File: config.mk
export PLATFORM = sky130hd
export DESIGN_NAME = dbg_access_guard
export DESIGN_NICKNAME = d
export VERILOG_FILES = /design/src/rtl/dbg_guard_pkg.sv /design/src/rtl/guard_lock_fsm.sv /design/src/rtl/guard_claim_bank.sv /design/src/rtl/guard_decode.sv /design/src/rtl/guard_read_mux.sv /design/src/rtl/dbg_access_guard.sv
export SDC_FILE = /design/constraint.sdc
export NUM_CORES = 1
export LEC_CHECK = 0
export ABC_AREA = 0
export BUFFER_PORTS_ARGS = -buffer_cell sky130_fd_sc_hd__buf_4
export CAP_MARGIN = 10
export CORE_AREA = 2 2 48 50
export DETAILED_ROUTE_END_ITERATION = 7
export DIE_AREA = 0 0 50 52
export HOLD_SLACK_MARGIN = 0.03
export PLACE_DENSITY = 0.92
export SYNTH_ARGS = -nofsm -noshare
export SYNTH_HDL_FRONTEND = slang
export SYNTH_HIERARCHICAL = 1
export SYNTH_SLANG_ARGS = --single-unit
export TNS_END_PERCENT = 10
File: constraint.sdc
create_clock -name clk -period 4.55 [get_ports clk]
set_input_delay 1.1375 -clock clk [delete_from_list [all_inputs] [get_ports clk]]
set_output_delay 1.1375 -clock clk [all_outputs]
set_load 0.05 [all_outputs]
File: src/rtl/dbg_guard_pkg.sv
package dbg_guard_pkg;

    typedef enum logic [0:0] {
        LK_LOCKED = 1'b0,
        LK_OPEN   = 1'b1
    } lock_state_e;

    // Which guard location the current access hits
    typedef struct packed {
        logic key;
        logic stat;
        logic cset;
        logic cclr;
    } guard_hit_t;

endpackage

File: src/rtl/guard_lock_fsm.sv
module guard_lock_fsm
    import dbg_guard_pkg::*;
(
    input  logic clk,
    input  logic rst_n,
    input  logic key_wr,
    input  logic key_match,
    output logic locked
);

    lock_state_e state_q;
    lock_state_e state_d;

    // Next-state selection
    always_comb begin
        state_d = state_q;
        unique case (state_q)
            LK_LOCKED: if (key_wr && key_match)  state_d = LK_OPEN;    // unlock
            LK_OPEN:   if (key_wr && !key_match) state_d = LK_LOCKED;  // relock
            default:   state_d = LK_LOCKED;
        endcase
    end

    // State register
    always_ff @(posedge clk or negedge rst_n) begin
        if (!rst_n) state_q <= LK_LOCKED;
        else        state_q <= state_d;
    end

    // Outputs
    always_comb begin
        unique case (state_q)
            LK_LOCKED: locked = 1'b1;
            LK_OPEN:   locked = 1'b0;
            default:   locked = 1'b1;
        endcase
    end

    p_unlock_r2: assert property (@(posedge clk) disable iff (!rst_n)
        (key_wr && key_match) |=> !locked);

    p_relock_r3: assert property (@(posedge clk) disable iff (!rst_n)
        (key_wr && !key_match) |=> locked);

    p_lock_hold_r3: assert property (@(posedge clk) disable iff (!rst_n)
        !key_wr |=> $stable(locked));

endmodule

File: src/rtl/guard_claim_bank.sv
module guard_claim_bank #(
    parameter int CLAIM_W = 4
) (
    input  logic               clk,
    input  logic               rst_n,
    input  logic               set_we,
    input  logic               clr_we,
    input  logic [CLAIM_W-1:0] wbits,
    output logic [CLAIM_W-1:0] claim
);

    for (genvar b = 0; b < CLAIM_W; b++) begin : g_bit
        always_ff @(posedge clk or negedge rst_n) begin
            if (!rst_n)                   claim[b] <= 1'b0;
            else if (set_we && wbits[b])  claim[b] <= 1'b1;
            else if (clr_we && wbits[b])  claim[b] <= 1'b0;
        end
    end

    p_set_bits_r8: assert property (@(posedge clk) disable iff (!rst_n)
        set_we |=> ((claim & $past(wbits)) == $past(wbits)));

    p_clr_bits_r9: assert property (@(posedge clk) disable iff (!rst_n)
        (clr_we && !set_we) |=> ((claim & $past(wbits)) == '0));

    p_claim_idle_r4: assert property (@(posedge clk) disable iff (!rst_n)
        !(set_we || clr_we) |=> $stable(claim));

endmodule

File: src/rtl/guard_decode.sv
module guard_decode
    import dbg_guard_pkg::*;
#(
    parameter int               ADDR_W   = 12,
    parameter logic [ADDR_W-1:0] OFS_KEY  = 12'hFB0,
    parameter logic [ADDR_W-1:0] OFS_STAT = 12'hFB4,
    parameter logic [ADDR_W-1:0] OFS_CSET = 12'hFA0,
    parameter logic [ADDR_W-1:0] OFS_CCLR = 12'hFA4
) (
    input  logic              valid,
    input  logic              write,
    input  logic              dbg,
    input  logic [ADDR_W-1:0] addr,
    input  logic              locked,
    output guard_hit_t        hit,
    output logic              key_wr,
    output logic              set_we,
    output logic              clr_we,
    output logic              wr_permit
);

    logic wr_go;
    logic may_write;

    always_comb begin
        hit.key   = (addr == OFS_KEY);
        hit.stat  = (addr == OFS_STAT);
        hit.cset  = (addr == OFS_CSET);
        hit.cclr  = (addr == OFS_CCLR);
        wr_go     = valid && write;
        may_write = dbg || !locked;
        key_wr    = wr_go && hit.key;
        set_we    = wr_go && may_write && hit.cset;
        clr_we    = wr_go && may_write && hit.cclr;
        wr_permit = wr_go && may_write && (hit == '0);
    end

endmodule

File: src/rtl/guard_read_mux.sv
module guard_read_mux
    import dbg_guard_pkg::*;
#(
    parameter int DATA_W  = 32,
    parameter int CLAIM_W = 4
) (
    input  logic               valid,
    input  logic               write,
    input  logic               dbg,
    input  guard_hit_t         hit,
    input  logic               locked,
    input  logic [CLAIM_W-1:0] claim,
    output logic [DATA_W-1:0]  rdata
);

    localparam logic [DATA_W-1:0] CLAIM_MASK =
        {{(DATA_W-CLAIM_W){1'b0}}, {CLAIM_W{1'b1}}};

    always_comb begin
        rdata = '0;
        if (valid && !write) begin
            if (hit.cset)
                rdata = CLAIM_MASK;
            else if (hit.cclr)
                rdata = {{(DATA_W-CLAIM_W){1'b0}}, claim};
            else if (hit.stat && !dbg)
                rdata = {{(DATA_W-2){1'b0}}, locked, 1'b1};
        end
    end

endmodule

File: src/rtl/dbg_access_guard.sv
module dbg_access_guard
    import dbg_guard_pkg::*;
#(
    parameter int                ADDR_W     = 12,
    parameter int                DATA_W     = 32,
    parameter int                CLAIM_W    = 4,
    parameter logic [DATA_W-1:0] UNLOCK_KEY = 32'hC5AC_CE55,
    parameter logic [ADDR_W-1:0] OFS_KEY    = 12'hFB0,
    parameter logic [ADDR_W-1:0] OFS_STAT   = 12'hFB4,
    parameter logic [ADDR_W-1:0] OFS_CSET   = 12'hFA0,
    parameter logic [ADDR_W-1:0] OFS_CCLR   = 12'hFA4
) (
    input  logic              clk,
    input  logic              rst_n,
    input  logic              acc_valid,
    input  logic              acc_write,
    input  logic              acc_dbg,
    input  logic [ADDR_W-1:0] acc_addr,
    input  logic [DATA_W-1:0] acc_wdata,
    output logic [DATA_W-1:0] grd_rdata,
    output logic              grd_wr_permit
);

    localparam logic [DATA_W-1:0] CLAIM_MASK =
        {{(DATA_W-CLAIM_W){1'b0}}, {CLAIM_W{1'b1}}};

    guard_hit_t         hit;
    logic               locked;
    logic               key_wr;
    logic               key_match;
    logic               set_we;
    logic               clr_we;
    logic [CLAIM_W-1:0] claim;

    assign key_match = (acc_wdata == UNLOCK_KEY);

    guard_decode #(
        .ADDR_W(ADDR_W), .OFS_KEY(OFS_KEY), .OFS_STAT(OFS_STAT),
        .OFS_CSET(OFS_CSET), .OFS_CCLR(OFS_CCLR)
    ) u_decode (
        .valid(acc_valid), .write(acc_write), .dbg(acc_dbg), .addr(acc_addr),
        .locked(locked), .hit(hit), .key_wr(key_wr), .set_we(set_we),
        .clr_we(clr_we), .wr_permit(grd_wr_permit)
    );

    guard_lock_fsm u_lock (
        .clk(clk), .rst_n(rst_n), .key_wr(key_wr),
        .key_match(key_match), .locked(locked)
    );

    guard_claim_bank #(.CLAIM_W(CLAIM_W)) u_claim (
        .clk(clk), .rst_n(rst_n), .set_we(set_we), .clr_we(clr_we),
        .wbits(acc_wdata[CLAIM_W-1:0]), .claim(claim)
    );

    guard_read_mux #(.DATA_W(DATA_W), .CLAIM_W(CLAIM_W)) u_rmux (
        .valid(acc_valid), .write(acc_write), .dbg(acc_dbg), .hit(hit),
        .locked(locked), .claim(claim), .rdata(grd_rdata)
    );

    p_locked_blocks_r4: assert property (@(posedge clk) disable iff (!rst_n)
        (acc_valid && acc_write && !acc_dbg && locked) |-> !grd_wr_permit);

    p_claim_frozen_r4: assert property (@(posedge clk) disable iff (!rst_n)
        (acc_valid && acc_write && !acc_dbg && locked && acc_addr != OFS_KEY)
        |=> $stable(claim));

    p_dbg_permit_r5: assert property (@(posedge clk) disable iff (!rst_n)
        (acc_valid && acc_write && acc_dbg && acc_addr != OFS_KEY &&
         acc_addr != OFS_STAT && acc_addr != OFS_CSET && acc_addr != OFS_CCLR)
        |-> grd_wr_permit);

    p_dbg_stat_zero_r6: assert property (@(posedge clk) disable iff (!rst_n)
        (acc_valid && !acc_write && acc_dbg && acc_addr == OFS_STAT)
        |-> (grd_rdata == '0));

    p_stat_lockbit_r7: assert property (@(posedge clk) disable iff (!rst_n)
        (acc_valid && !acc_write && !acc_dbg && acc_addr == OFS_STAT)
        |-> (grd_rdata[0] && grd_rdata[1] == locked));

    p_cset_mask_r8: assert property (@(posedge clk) disable iff (!rst_n)
        (acc_valid && !acc_write && acc_addr == OFS_CSET)
        |-> (grd_rdata == CLAIM_MASK));

    p_read_no_permit_r10: assert property (@(posedge clk) disable iff (!rst_n)
        !(acc_valid && acc_write) |-> !grd_wr_permit);

endmodule

==> metrics <==
run status complete, no violations; internal power 0.1090 mW; Residual DRC 0; Syn Area/Cell 8.395 µm²; Clock Skew ~0.000095 ns; largest net degree at the start of global routing 7; DR vias around 730; setup repair bufs after CTS 0; # IOs 82; DRT antenna net count 0; cell area after synthesis 721.9 µm²; Setup crit start kind primary input; final setup violation count 0; grt ovf 0; fillers just under 200; core area ~0.0021 mm²; Sequential Power Share between 20% and 30%; relative slew slack 63.81%; crit path kind primary input to output port; Initial Util about a third; CTS Buffer Depth 2; die height approximately 52 µm; Clk Latency, worst-skew pair between 0.2 and 0.25 ns; unrepaired setup endpoints after global routing no; crit-path max FO 6; 1st-iter DRT viols 5; Final Power roughly 0.19 mW; GP Congestion approximately 0.75; Psw slightly above 0.08 mW; period utilisation layout between 80% and 90%; post-cts sizing count 0; Nets approximately 190; clk slew on worst S/H paths ~0.04 ns; Worst Path Arrival 2.69 ns; CTS root buf clkbuf_4; clock buffers created by TritonCTS 3; Post-Synthesis Cells 86; P per Cell Area between 150 and 200 mW/mm²; Clk network pwr share a little over a quarter; commonest non-fill, non-tap cell in the layout buf_4; Clock Sinks 5; All-Layer GR Usage about an eighth; # rows 17; Ys Warns 6; Hold Buf Count CTS 0; Max Clock Freq ~0.26 GHz; Final min period about 3.8 ns; Routed WL per cell 10.34 µm; first-pass GRT wire length about 2.5 mm; final slew viol count 0; WP data required roughly 3.4 ns; Comb pwr share between 50% and 60%; switching portion of total power between 40% and 50%; # port buffers 53; TritonCTS clock tree yes; TritonRoute pass-1 iters 4; peak supply drop 0.09093 mV; Final Hold Fails 0; Fin Setup TNS 0 ns; number of global-route vias before repair 600; area grow syn2layout 48.53%; commonest non-fill, non-tap cells in the layout 53 x buf_4, 28 x conb_1, 7 x nand2_1; routed wire length roughly 1.8 mm; layout cell share with drive strength beyond 1 between 40% and 50%; hpwl dp 1.615 mm; H-tree depth 1; Slew @ Worst Pin 0.5387 ns; n_diodes 0; antenna violations before repair 0; die width about 50 µm; Via-to-Cell Ratio 4.318; register area between 100 and 150 µm²; leakage power approximately 0.53 nW; Die ar. 0.002600 mm²; Crit. End Element output port; Hold WC Path Type flop to flop; MaxCap Viol Count 0; Multi-input gate area 480.5 µm²
per-layer routing:
metal / GRT usage [%] / up-vias / share of wire (%)
met5: 0 / - / 0
met4: 7.870 / 0 / 0.46
met3: 3.161 / 2 / 7.1
met2: 21.71 / 37 / 59
met1: 14.26 / 332 / 34
li1: - / 363 / -
stage by stage:
step / hold WS, ns / cell area, µm² / setup slack (ns) / util [%] / cells
5_1_grt: 0.5320 / 1072 / 0.6450 / 50.92 / 170
2_1_floorplan: 0.4633 / 823.3 / 0.5755 / - / 113
3_3_place_gp: 0.4981 / 1046 / 0.8232 / 49.67 / 166
3_5_place_dp: 0.4850 / 1046 / 0.7387 / 49.67 / 166
4_1_cts: 0.5109 / 1072 / 0.7357 / 50.92 / 170
6_report: 0.5115 / 1072 / 0.7211 / 50.92 / 170
path summary, 6_finish.rpt:
path	startpoint	endpoint	slack, ns	depth (start not counted)
worst max-delay path	acc_addr[1]	grd_rdata[1]	0.72	7
worst min-delay path	u_claim/claim[0]$_DFFE_PN0P_	u_claim/claim[0]$_DFFE_PN0P_	0.51	1
worst max register to register	flop	u_claim/claim[3]$_DFFE_PN0P_	3.23	5
worst min register to register	u_claim/claim[0]$_DFFE_PN0P_	u_claim/claim[0]$_DFFE_PN0P_	0.51	1
max in group asynchronous	rst_n	u_claim/claim[3]$_DFFE_PN0P_	3.76	1
min in group asynchronous	rst_n	u_claim/claim[1]$_DFFE_PN0P_	0.69	1
critical path, stage by stage:
cell,delay (ns)
buf_4,0.12
nor4b_4,0.30
nand2_2,0.13
nor3_1,0.48
a21oi_1,0.14
a21oi_1,0.17
buf_4,0.22
power by group through the flow:
| stage | registers, mW | logic (mW) | clock network, mW |
|---|---|---|---|
| 5_1_grt | 0.0447 | 0.100 | 0.0551 |
| 2_1_floorplan | 0.0454 | 0.0782 | 0 |
| 4_1_cts | 0.0447 | 0.0952 | 0.0523 |
| 3_5_place_dp | 0.0454 | 0.0952 | 0 |
| 3_3_place_gp | 0.0454 | 0.0937 | 0 |
| 6_report | 0.0447 | 0.0954 | 0.0496 |
area by class of cell:
cell class              count  share of cell area (%)
repair buffers             53                   37.11
multi-input cells          78                   44.81
clock buffers               4                   2.450
inverters                   2                  0.7001
well taps                  28                   3.267
flip-flops and latches      5                   11.67
Power figures use the tool's default switching activity.
